<file path="src/rtl/ntsc_mono_pkg.sv">
package ntsc_mono_pkg;

  typedef enum logic [2:0] {
    LVL_SYNC  = 3'b000,
    LVL_BLANK = 3'b001,
    LVL_BLACK = 3'b010,
    LVL_DARK  = 3'b100,
    LVL_LIGHT = 3'b011,
    LVL_WHITE = 3'b111
  } level_e;

  typedef enum logic [2:0] {
    LC_EQ,
    LC_BROAD,
    LC_VBLANK,
    LC_BORDER,
    LC_IMAGE
  } line_cls_e;

  // fixed vertical interval layout (1-based line numbers)
  localparam int unsigned EQ1_LAST    = 3;
  localparam int unsigned BROAD_LAST  = 6;
  localparam int unsigned EQ2_LAST    = 9;
  localparam int unsigned VBLANK_LAST = 19;

  // nominal durations in ns
  localparam longint unsigned T_LINE_NS  = 63550;
  localparam longint unsigned T_EQ_NS    = 2300;
  localparam longint unsigned T_BROAD_NS = 27100;
  localparam longint unsigned T_HS_NS    = 4700;
  localparam longint unsigned T_BP_NS    = 4700;
  localparam longint unsigned T_IMG_NS   = 52600;

  function automatic int unsigned ns2cyc(longint unsigned ns, longint unsigned hz);
    return int'((ns * hz + 64'd500_000_000) / 64'd1_000_000_000);
  endfunction

  function automatic level_e gray2level(logic [1:0] g);
    case (g)
      2'b00:   return LVL_BLACK;
      2'b01:   return LVL_DARK;
      2'b10:   return LVL_LIGHT;
      default: return LVL_WHITE;
    endcase
  endfunction

endpackage

</file>
<file path="src/rtl/raster_h_timer.sv">
module raster_h_timer #(
  parameter int unsigned LINE_CYC = 1716,
  localparam int unsigned HW = $clog2(LINE_CYC)
) (
  input  logic          clk_i,
  input  logic          rst_ni,
  output logic [HW-1:0] h_o,
  output logic          eol_o
);

  localparam logic [HW-1:0] H_LAST = HW'(LINE_CYC - 1);

  logic [HW-1:0] h_q;

  always_ff @(posedge clk_i or negedge rst_ni) begin
    if (!rst_ni)            h_q <= '0;
    else if (h_q == H_LAST) h_q <= '0;
    else                    h_q <= h_q + HW'(1);
  end

  assign h_o   = h_q;
  assign eol_o = (h_q == H_LAST);

  AST_H_WRAP: assert property (@(posedge clk_i) disable iff (!rst_ni)
    eol_o |=> (h_o == '0));
  AST_H_RANGE: assert property (@(posedge clk_i) disable iff (!rst_ni)
    h_o <= H_LAST);

endmodule

</file>
<file path="src/rtl/raster_v_timer.sv">
module raster_v_timer
  import ntsc_mono_pkg::*;
#(
  parameter int unsigned FRAME_LINES = 263,
  parameter int unsigned IMG_FIRST   = 46,
  parameter int unsigned IMG_LAST    = 237,
  localparam int unsigned VW = $clog2(FRAME_LINES + 1)
) (
  input  logic          clk_i,
  input  logic          rst_ni,
  input  logic          adv_i,
  output logic [VW-1:0] line_o,
  output line_cls_e     cls_o
);

  localparam logic [VW-1:0] L_LAST = VW'(FRAME_LINES);

  logic [VW-1:0] line_q;

  always_ff @(posedge clk_i or negedge rst_ni) begin
    if (!rst_ni)    line_q <= VW'(1);
    else if (adv_i) line_q <= (line_q == L_LAST) ? VW'(1) : line_q + VW'(1);
  end

  always_comb begin
    if (line_q <= VW'(EQ1_LAST))                                   cls_o = LC_EQ;
    else if (line_q <= VW'(BROAD_LAST))                            cls_o = LC_BROAD;
    else if (line_q <= VW'(EQ2_LAST))                              cls_o = LC_EQ;
    else if (line_q <= VW'(VBLANK_LAST))                           cls_o = LC_VBLANK;
    else if (line_q >= VW'(IMG_FIRST) && line_q <= VW'(IMG_LAST))  cls_o = LC_IMAGE;
    else                                                           cls_o = LC_BORDER;
  end

  assign line_o = line_q;

  AST_LINE_RANGE: assert property (@(posedge clk_i) disable iff (!rst_ni)
    (line_o >= VW'(1)) && (line_o <= L_LAST));
  AST_FRAME_WRAP: assert property (@(posedge clk_i) disable iff (!rst_ni)
    (adv_i && line_o == L_LAST) |=> (line_o == VW'(1)));
  AST_LINE_HOLD: assert property (@(posedge clk_i) disable iff (!rst_ni)
    !adv_i |=> $stable(line_o));

endmodule

</file>
<file path="src/rtl/raster_level.sv">
module raster_level
  import ntsc_mono_pkg::*;
#(
  parameter int unsigned LINE_CYC  = 1716,
  parameter int unsigned EQ_CYC    = 62,
  parameter int unsigned BROAD_CYC = 732,
  parameter int unsigned FP_CYC    = 42,
  parameter int unsigned HS_CYC    = 127,
  parameter int unsigned BP_CYC    = 127,
  parameter int unsigned PIX_CYC   = 4,
  parameter int unsigned NPIX      = 355,
  localparam int unsigned HW = $clog2(LINE_CYC)
) (
  input  logic          clk_i,
  input  logic          rst_ni,
  input  logic [HW-1:0] h_i,
  input  line_cls_e     cls_i,
  input  logic [1:0]    pix_i,
  input  logic          pix_rdy_i,
  output logic          pix_req_o,
  output logic [2:0]    code_o
);

  localparam int unsigned HALF_CYC  = LINE_CYC / 2;
  localparam int unsigned IMG_START = FP_CYC + HS_CYC + BP_CYC;
  localparam int unsigned PIX_END   = IMG_START + NPIX * PIX_CYC;

  localparam logic [HW-1:0] H_HALF    = HW'(HALF_CYC);
  localparam logic [HW-1:0] H_EQ_END  = HW'(EQ_CYC);
  localparam logic [HW-1:0] H_EQ2_END = HW'(HALF_CYC + EQ_CYC);
  localparam logic [HW-1:0] H_BR_END  = HW'(BROAD_CYC);
  localparam logic [HW-1:0] H_BR2_END = HW'(HALF_CYC + BROAD_CYC);
  localparam logic [HW-1:0] H_FP_END  = HW'(FP_CYC);
  localparam logic [HW-1:0] H_HS_END  = HW'(FP_CYC + HS_CYC);
  localparam logic [HW-1:0] H_IMG     = HW'(IMG_START);
  localparam logic [HW-1:0] H_PIX_END = HW'(PIX_END);

  logic   in_pix, slot_start;
  level_e hold_q, new_lvl, pix_lvl, code_d, code_q;

  assign in_pix = (cls_i == LC_IMAGE) && (h_i >= H_IMG) && (h_i < H_PIX_END);

  generate
    if (PIX_CYC == 1) begin : g_pix_single
      assign slot_start = 1'b1;
    end else begin : g_pix_phase
      localparam int unsigned PW = $clog2(PIX_CYC);
      logic [PW-1:0] phase_q, cur_phase;
      assign cur_phase  = (h_i == H_IMG) ? '0 : phase_q;
      assign slot_start = (cur_phase == '0);
      always_ff @(posedge clk_i or negedge rst_ni) begin
        if (!rst_ni) phase_q <= '0;
        else         phase_q <= (cur_phase == PW'(PIX_CYC - 1)) ? '0 : cur_phase + PW'(1);
      end

      AST_REQ_SPACING: assert property (@(posedge clk_i) disable iff (!rst_ni)
        pix_req_o |=> !pix_req_o);
    end
  endgenerate

  assign pix_req_o = in_pix && slot_start;
  assign new_lvl   = pix_rdy_i ? gray2level(pix_i) : LVL_BLACK;
  assign pix_lvl   = pix_req_o ? new_lvl : hold_q;

  always_ff @(posedge clk_i or negedge rst_ni) begin
    if (!rst_ni)        hold_q <= LVL_BLACK;
    else if (pix_req_o) hold_q <= new_lvl;
  end

  always_comb begin
    code_d = LVL_BLANK;
    case (cls_i)
      LC_EQ:
        if (h_i < H_EQ_END || (h_i >= H_HALF && h_i < H_EQ2_END)) code_d = LVL_SYNC;
      LC_BROAD:
        if (h_i < H_BR_END || (h_i >= H_HALF && h_i < H_BR2_END)) code_d = LVL_SYNC;
      default: begin
        if (h_i < H_FP_END)      code_d = LVL_BLANK;
        else if (h_i < H_HS_END) code_d = LVL_SYNC;
        else if (h_i < H_IMG)    code_d = LVL_BLANK;
        else if (cls_i == LC_VBLANK) code_d = LVL_BLANK;
        else if (in_pix)         code_d = pix_lvl;
        else                     code_d = LVL_BLACK;
      end
    endcase
  end

  always_ff @(posedge clk_i or negedge rst_ni) begin
    if (!rst_ni) code_q <= LVL_BLANK;
    else         code_q <= code_d;
  end

  assign code_o = code_q;

  AST_CODE_LEGAL: assert property (@(posedge clk_i) disable iff (!rst_ni)
    (code_o != 3'b101) && (code_o != 3'b110));
  AST_REQ_SHOWS_PIXEL: assert property (@(posedge clk_i) disable iff (!rst_ni)
    pix_req_o |=> (code_o != 3'b000) && (code_o != 3'b001));
  AST_NO_REQ_OFF_IMAGE: assert property (@(posedge clk_i) disable iff (!rst_ni)
    (cls_i != LC_IMAGE) |-> !pix_req_o);

endmodule

</file>
<file path="src/rtl/ntsc_mono_raster.sv">
module ntsc_mono_raster
  import ntsc_mono_pkg::*;
#(
  parameter int unsigned CLK_HZ      = 27_000_000,
  parameter int unsigned PIX_CYC     = 4,
  parameter int unsigned FRAME_LINES = 263,
  parameter int unsigned IMG_LINES   = 192
) (
  input  logic       clk_i,
  input  logic       rst_ni,
  input  logic [1:0] pix_i,
  input  logic       pix_rdy_i,
  output logic       pix_req_o,
  output logic [2:0] code_o,
  output logic       line_start_o,
  output logic       frame_start_o
);

  localparam int unsigned LINE_CYC  = ns2cyc(T_LINE_NS, CLK_HZ);
  localparam int unsigned EQ_CYC    = ns2cyc(T_EQ_NS, CLK_HZ);
  localparam int unsigned BROAD_CYC = ns2cyc(T_BROAD_NS, CLK_HZ);
  localparam int unsigned HS_CYC    = ns2cyc(T_HS_NS, CLK_HZ);
  localparam int unsigned BP_CYC    = ns2cyc(T_BP_NS, CLK_HZ);
  localparam int unsigned IMG_CYC   = ns2cyc(T_IMG_NS, CLK_HZ);
  localparam int unsigned FP_CYC    = LINE_CYC - HS_CYC - BP_CYC - IMG_CYC;
  localparam int unsigned NPIX      = IMG_CYC / PIX_CYC;
  localparam int unsigned IMG_FIRST = VBLANK_LAST + 1 + (FRAME_LINES - VBLANK_LAST - IMG_LINES) / 2;
  localparam int unsigned IMG_LAST  = IMG_FIRST + IMG_LINES - 1;
  localparam int unsigned HW        = $clog2(LINE_CYC);
  localparam int unsigned VW        = $clog2(FRAME_LINES + 1);

  logic [HW-1:0] h;
  logic          eol;
  logic [VW-1:0] line;
  line_cls_e     cls;
  logic          line_start_q, frame_start_q;

  raster_h_timer #(.LINE_CYC(LINE_CYC)) u_h (
    .clk_i  (clk_i),
    .rst_ni (rst_ni),
    .h_o    (h),
    .eol_o  (eol)
  );

  raster_v_timer #(
    .FRAME_LINES (FRAME_LINES),
    .IMG_FIRST   (IMG_FIRST),
    .IMG_LAST    (IMG_LAST)
  ) u_v (
    .clk_i  (clk_i),
    .rst_ni (rst_ni),
    .adv_i  (eol),
    .line_o (line),
    .cls_o  (cls)
  );

  raster_level #(
    .LINE_CYC  (LINE_CYC),
    .EQ_CYC    (EQ_CYC),
    .BROAD_CYC (BROAD_CYC),
    .FP_CYC    (FP_CYC),
    .HS_CYC    (HS_CYC),
    .BP_CYC    (BP_CYC),
    .PIX_CYC   (PIX_CYC),
    .NPIX      (NPIX)
  ) u_lvl (
    .clk_i     (clk_i),
    .rst_ni    (rst_ni),
    .h_i       (h),
    .cls_i     (cls),
    .pix_i     (pix_i),
    .pix_rdy_i (pix_rdy_i),
    .pix_req_o (pix_req_o),
    .code_o    (code_o)
  );

  // strobes registered to line up with code_o
  always_ff @(posedge clk_i or negedge rst_ni) begin
    if (!rst_ni) begin
      line_start_q  <= 1'b0;
      frame_start_q <= 1'b0;
    end else begin
      line_start_q  <= (h == '0);
      frame_start_q <= (h == '0) && (line == VW'(1));
    end
  end

  assign line_start_o  = line_start_q;
  assign frame_start_o = frame_start_q;

  AST_FRAME_ON_LINE: assert property (@(posedge clk_i) disable iff (!rst_ni)
    frame_start_o |-> line_start_o);
  AST_LINE_PULSE: assert property (@(posedge clk_i) disable iff (!rst_ni)
    line_start_o |=> !line_start_o);
  AST_SYNC_AT_LINE_START: assert property (@(posedge clk_i) disable iff (!rst_ni)
    (line_start_o && line == VW'(1) && h == HW'(1)) |-> (code_o == 3'b000));

endmodule

</file>
<file path="config.mk">
export PLATFORM = sky130hd
export DESIGN_NAME = ntsc_mono_raster
export DESIGN_NICKNAME = d
export VERILOG_FILES = /design/src/rtl/ntsc_mono_pkg.sv /design/src/rtl/raster_h_timer.sv /design/src/rtl/raster_v_timer.sv /design/src/rtl/raster_level.sv /design/src/rtl/ntsc_mono_raster.sv
export SDC_FILE = /design/constraint.sdc
export NUM_CORES = 1
export LEC_CHECK = 0
export BUFFER_PORTS_ARGS = -buffer_cell sky130_fd_sc_hd__buf_2
export CAP_MARGIN = 20
export CORE_ASPECT_RATIO = 1.5
export CORE_UTILIZATION = 49
export CTS_CLUSTER_DIAMETER = 150
export DETAILED_ROUTE_END_ITERATION = 10
export GPL_ROUTABILITY_DRIVEN = 0
export PLACE_DENSITY = 0.79
export SETUP_SLACK_MARGIN = 0.3
export SYNTH_ARGS = -nofsm -noshare
export SYNTH_HDL_FRONTEND = slang
export SYNTH_SLANG_ARGS = --single-unit
</file>
<file path="constraint.sdc">
create_clock -name clk_i -period 2.3 [get_ports clk_i]
set_input_delay 0.345 -clock clk_i [delete_from_list [all_inputs] [get_ports clk_i]]
set_output_delay 0.345 -clock clk_i [all_outputs]
set_load 0.01 [all_outputs]
</file>
==> run metrics, run 1 <==
Die H 77.0 um; Max IR drop VDD 0.381 mV; DR vias 1690; final setup fails 1; Initial Util 52.8%; Synth top area share roughly 37%; Setup crit end kind output pin; Congestion Overflow GR 0; CTS tree done; r2r setup slk 70 ps; Max Slew Vio Count 0; Crit Reg-Reg Endpoint u_lvl.hold_q[2]$_DFF_PN0_; Async SR Flop Fraction 100%; overall global routing resource usage a little under a quarter; status finished with violations; commonest non-fill, non-tap cells in the layout buf_4, nor2_1, dfrtp_1; Lkg Pwr around 0.0011 uW; YS warnings 0; layout cells sized above 1 a little over a third; slew of the pin with the lowest slew margin 677 ps; Worst slew margin 54.9%; origin of the critical flop-to-flop path u_v.line_o[7]$_DFFE_PN0N_; largest cells by area after synthesis dfrtp_1, nand2_1, dfstp_2; final antenna-violating net count 0; ant diodes 0; core area 0.00348 mm2; Post-synth EDFFs 0; Tightest Hold Check Type input port to async pin; Clock Latency Late Sink 280 ps; Max Freq about 0.43 GHz; nets 252; hpwl dp 3010 um; library cells used by synthesis 48; initial DRC count 55; Mapped Nets 216; Worst Setup Start Kind flop; Fin Clk Skew 9.45 ps; filler-free cell count of the finished design around 280; Post-Syn Area 0.00184 mm2; Post-route DRC 0; first-pass GRT wire length 6740 um; sequential share of the synthesized area about two fifths; Syn-to-layout area delta 29.5%; vias in the first global route 1522; drt via density 5.95; Clock Sinks 30; RSZ-0062 raised after global routing true; Final min period roughly 2300 ps; Final Cycle Share 101%; wire length per cell 16.0 um; largest net degree at the start of global routing 31; max-cap violations 0; drt first pass iters 4; crit path max fanout 7; die area 0.00400 mm2; area leader, netlist dfrtp_1; PnR worst setup slack -22.6 ps; WS Path Type flop to output pin; IO Port Bufs 10; Top FF cell, synth dfrtp_1; Layout Utilization roughly 68%; initial antenna violation count 0; Min Hold Slack 94.7 ps; commonest non-fill, non-tap cell in the layout buf_4; Req. time, crit path just under 2000 ps; wirelength, routed 4540 um; fillers ~260; path depth of the worst reg2reg path 6; failing checks negative setup slack; Die Wd 52.0 um; H-tree depth 2; Hold Vio Cnt, Final 0; Post-Synthesis Cells about 210; worst path arrival time 1980 ps; Mapped Avg Cell Area 8.97 um2; Placed Cells 256; Max Root-Sink Buffers 2; row count 26; clock buffer count from CTS 5; Root Driver clkbuf_8; # IOs 11; #FFs+latches synth 30; CTS clk-pin slew, worst paths 70 ps; PD cells 410 mW/mm2
## cell families (layout without fill, tap and decap cells)
kind of cell             Yosys count  in the layout  synth area share [%]
multiplexers                       7              7                  4.42
AND/OR/NAND/NOR                   96             96                  27.4
AO/OA/AOI/OAI                     31             31                  11.7
XOR/XNOR                          13             13                  6.19
flip-flops                        30             30                  41.0
adder cells (fa/ha/maj)            6              6                  4.08
buffers and inverters             22             59                  5.17
## flip-flops by register name, summed over array words and instances (netlist names)
register,flops
u_lvl.hold_q,3
u_v.line_o,9
u_h.h_o,11
frame_start_o,1
u_lvl.g_pix_phase.phase_q,2
u_lvl.code_o,3
line_start_o,1
## layout make-up
type                            count  area, um2  area share, %
Clock inverter                      1       5.00          0.210
Inverter                            8       30.0           1.26
Multi-Input combinational cell    153       1120           47.1
Timing Repair Buffer               43        323           13.6
Tap cell                           42       52.6           2.21
Clock buffer                        7       86.3           3.63
Sequential cell                    30        762           32.0
## metal layers
| metal | share of wire (%) | GRT usage, % | routed length, um |
|---|---|---|---|
| met1 | 37 | 23.8 | 1680 |
| met2 | 57 | 41.4 | 2610 |
| met3 | 3.0 | 3.57 | 137 |
| met4 | 2.6 | 10.8 | 116 |
| met5 | 0 | 0 | 0 |
## where the power goes
| group | internal [uW] | switching (uW) |
|---|---|---|
| logic | 3.62 | 12.6 |
| registers | 528 | 0 |
| clock network | 241 | 190 |
## metrics by stage
step | instance area [um2] | total power, uW | worst slack, ps | setup TNS [ps]
after floorplan | 1900 | 540 | 236 | 0
after global placement | 2020 | 554 | 200 | 0
after detailed placement | 2020 | 554 | 163 | 0
after CTS | 2170 | 989 | -29.6 | -29.6
after global routing | 2380 | 1000 | -102 | -102
final | 2380 | 975 | -22.6 | -22.6
## Yosys cell counts (2+ instances only)
library cell / n
a21oi_1: 5
a31oi_1: 2
a41oi_1: 2
and2_1: 2
buf_2: 4
clkbuf_1: 9
dfrtp_1: 27
dfstp_2: 3
ha_1: 6
inv_1: 7
mux2_4: 2
mux2i_1: 4
nand2_1: 22
nand2b_1: 4
nand3_1: 12
nand4_1: 3
nor2_1: 21
nor3_1: 5
nor4_1: 8
o211a_1: 2
o211ai_1: 2
o21ai_0: 7
o311ai_0: 2
o31ai_1: 2
or3_1: 7
or4_1: 2
xnor2_1: 7
xor2_1: 6
## how the worst max path moves through the flow
| stage | slack, ps | from | endpoint |
|---|---|---|---|
| 2_1_floorplan | 240 | u_v.line_o[0]$_DFFE_PN1N_ | u_lvl.hold_q[2]$_DFF_PN0_ |
| 3_3_place_gp | 200 | u_v.line_o[0]$_DFFE_PN1N_ | pix_req_o |
| 3_5_place_dp | 160 | u_h.h_o[3]$_DFF_PN0_ | pix_req_o |
| 4_1_cts | -30 | u_v.line_o[0]$_DFFE_PN1N_ | pix_req_o |
| 5_1_grt | -100 | u_h.h_o[6]$_DFF_PN0_ | pix_req_o |
| 6_report | -20 | u_v.line_o[7]$_DFFE_PN0N_ | pix_req_o |
## what timing repair did
item	CTS	global route
hold buffers	0	0
buffers inserted	4	16
endpoints found under the hold margin	0	0
setup endpoints to repair	6	11
resized for setup	9	22
pin swaps	2	15
## critical path: stages, from the launching register on
cell and delay [ps]:
dfrtp_2 430, or3_4 420, or4_4 510, and4_4 220, buf_6 110
Note: power is estimated with default switching activity, not from simulation.
==> run 2, diff against run 1 <==
Settings changed: SYNTH_HIERARCHICAL from default to 1.
==> run metrics, run 2 <==
# IOs 11; Async SR Flop Fraction 100%; drt first pass iters 4; clock buffer count from CTS 5; Clock Latency Late Sink 290 ps; DR vias 1757; Lkg Pwr 0.00111 uW; PD cells 385 mW/mm2; most frequent cell after synthesis dfrtp_1; PnR worst setup slack -257 ps; Tightest Hold Check Type input port to async pin; Die Wd 53.1 um; Synth top area share 35.2%; library cells used by synthesis 58; Post-route DRC 0; filler-free cell count of the finished design 296; Crit Reg-Reg Endpoint u_lvl/hold_q[0]$_DFF_PN0_; overall global routing resource usage 26.3%; final setup fails 4; most common library cells after synthesis dfrtp_1, nor2_1, nand2_1; family with the most delay on the worst path simple AND/OR/NAND/NOR gates; largest net degree at the start of global routing 31; crit path cell chain inv_4, o31ai_4, or3b_4, o21ai_2, nor2_1, nand3_1, a211oi_2, nand2_2, inv_2, buf_6; pre-CTS setup slack -83.7 ps; sequential share of the synthesized area 39.3%; Hold Vio Cnt, Final 0; wire length per cell 16.8 um; YS warnings 6; first-pass GRT wire length just over 8000 um; vias in the first global route 1740; Final Cycle Share 111%; slew of the pin with the lowest slew margin 663 ps; Die H between 70 and 80 um; nets 262; max reg flops 11; commonest non-fill, non-tap cell in the layout buf_4; initial antenna violation count 0; H-tree depth 2; wirelength, routed 4980 um; IO Port Bufs 10; CP Capture Point pix_req_o; r2r setup slk -40 ps; largest family of logic cells by synthesized area simple AND/OR/NAND/NOR gates; Post-Synthesis Cells 203; Congestion Overflow GR 0; failing checks negative setup slack; ant diodes 0; Synth Area in Simple Gates about a quarter; Req. time, crit path ~2000 ps; area leader, netlist dfrtp_1; Post-Syn Area 0.00192 mm2; Final min period between 2000 and 3000 ps; Mapped Nets 213; slowest CP cell dfstp_2; mux contribution to synthesized area 5.61%; origin of the critical flop-to-flop path u_v/line_o[0]$_DFFE_PN1P_; hpwl dp 3140 um; core area 0.00372 mm2; Worst slew margin a little under three fifths; Critical Path Max Stage Delay 620 ps; CTS clk-pin slew, worst paths 70 ps; #FFs+latches synth 30; row count 27; initial DRC count 110; Top FF cell, synth dfrtp_1; critical path depth in cells 10; RSZ-0062 raised after global routing true; max-cap violations 0; Top Registers u_h/h_o: 11 flops, u_v/line_o: 9 flops; Setup crit end kind output pin; Post-Synth XOR/XNOR Area 5.02%; drt via density 5.94; crit path max fanout 4; Fin Clk Skew 8.47 ps; Worst Setup Start Kind flop; WS Path Type flop to output pin; Max Freq between 0.3 and 0.4 GHz; Max IR drop VDD approximately 0.4 mV; Post-synth EDFFs 0; Root Driver clkbuf_8; commonest non-fill, non-tap cells in the layout buf_4, dfrtp_1, nor2_1; Synth Area in Compound Gates between 15 and 20%; die area 0.00417 mm2; path depth of the worst reg2reg path 10; largest cells by area after synthesis dfrtp_1, dfstp_2, nor2_1; final antenna-violating net count 0; Mapped Avg Cell Area about 9.4 um2; Syn-to-layout area delta 30.8%; Synth Area in Adders 3.26%; CTS tree done; Overall Power between 900 and 1000 uW; Buf/Inv on CP 3; Clock Sinks 30; Max Root-Sink Buffers 2; Max Slew Vio Count 0; worst path arrival time 2210 ps; status finished with violations; Initial Util between 50% and 60%; layout cells sized above 1 41.9%; Setup crit start u_v/line_o[0]$_DFFE_PN1P_; Placed Cells 270; Reg with most FFs u_h/h_o
[run 2: cell count changes after synthesis, sizes merged, moves of 3 or more]
cell and change:
buf +3, nor4 -4, nand4 +5, inv +3
clkbuf -9, xor2 -3, or3 -4, and3 +3
a21oi +7, nand2 -7
[run 2: layout make-up]
| class | instances | area (um2) |
|---|---|---|
| tap | 43 | 53.8 |
| fill | 276 | 1210 |
| clock buffer | 8 | 80.1 |
| multi-input combinational | 154 | 1200 |
| sequential | 30 | 759 |
| inverter | 11 | 43.8 |
| timing repair buffer | 50 | 368 |
[run 2: worst min path at each step]
| stage | from | endpoint | slack, ps |
|---|---|---|---|
| global placement | rst_ni | u_v/line_o[2]$_DFFE_PN0P_ | 410 |
| detailed placement | rst_ni | u_v/line_o[4]$_DFFE_PN0P_ | 410 |
| finish | rst_ni | u_v/line_o[2]$_DFFE_PN0P_ | 80 |
| global route | rst_ni | u_v/line_o[4]$_DFFE_PN0P_ | 140 |
| CTS | rst_ni | u_v/line_o[2]$_DFFE_PN0P_ | 110 |
| floorplan | rst_ni | frame_start_o$_DFF_PN0_ | 50 |
[run 2: cells by family (layout without fill, tap and decap cells)]
logic type	Yosys count	count (layout)
xor gates and xnor gates	11	11
buffers and inverters	19	69
adders and majority gates	5	5
muxes	9	9
DFF	30	30
and+or+nand+nor	87	87
AOI/OAI and AO/OA	42	42
[run 2: worst register-to-register path: cells and delay by family (launching register included)]
| family | cells | cell delay [ps] |
|---|---|---|
| mux | 1 | 300 |
| compound gates | 3 | 420 |
| buf+inv | 2 | 220 |
| simple gates | 4 | 670 |
| flops | 1 | 620 |
[run 2: routing by layer]
layer | wire length (um) | track usage (%)
met5 | 0 | 0
met4 | 218 | 13.9
met3 | 216 | 4.46
met2 | 2590 | 45.4
met1 | 1960 | 29.3
[run 2: report_power, final]
part / switching [uW] / internal, uW / total (uW)
clock network: 196 / 215 / 411
logic: 14.1 / 7.70 / 21.8
registers: 1.68 / 531 / 533
[run 2: through the flow]
step / utilization [%] / hold WS [ps] / TNS (ps) / instance area, um2
2_1_floorplan: - / 49.4 / 0 / 1950
3_3_place_gp: 58.5 / 409 / 0 / 2170
3_5_place_dp: 58.5 / 413 / -84.6 / 2170
4_1_cts: 65.0 / 111 / -193 / 2420
5_1_grt: 67.5 / 139 / -747 / 2510
6_report: 67.5 / 81.5 / -344 / 2510
[run 2: repair_timing]
item | CTS | global route
hold buffers | 0 | 0
setup endpoints to repair | 6 | 10
gates resized for setup | 19 | 7
setup buffers | 10 | 8
endpoints found under the hold margin | 0 | 0
pin swaps | 15 | 7
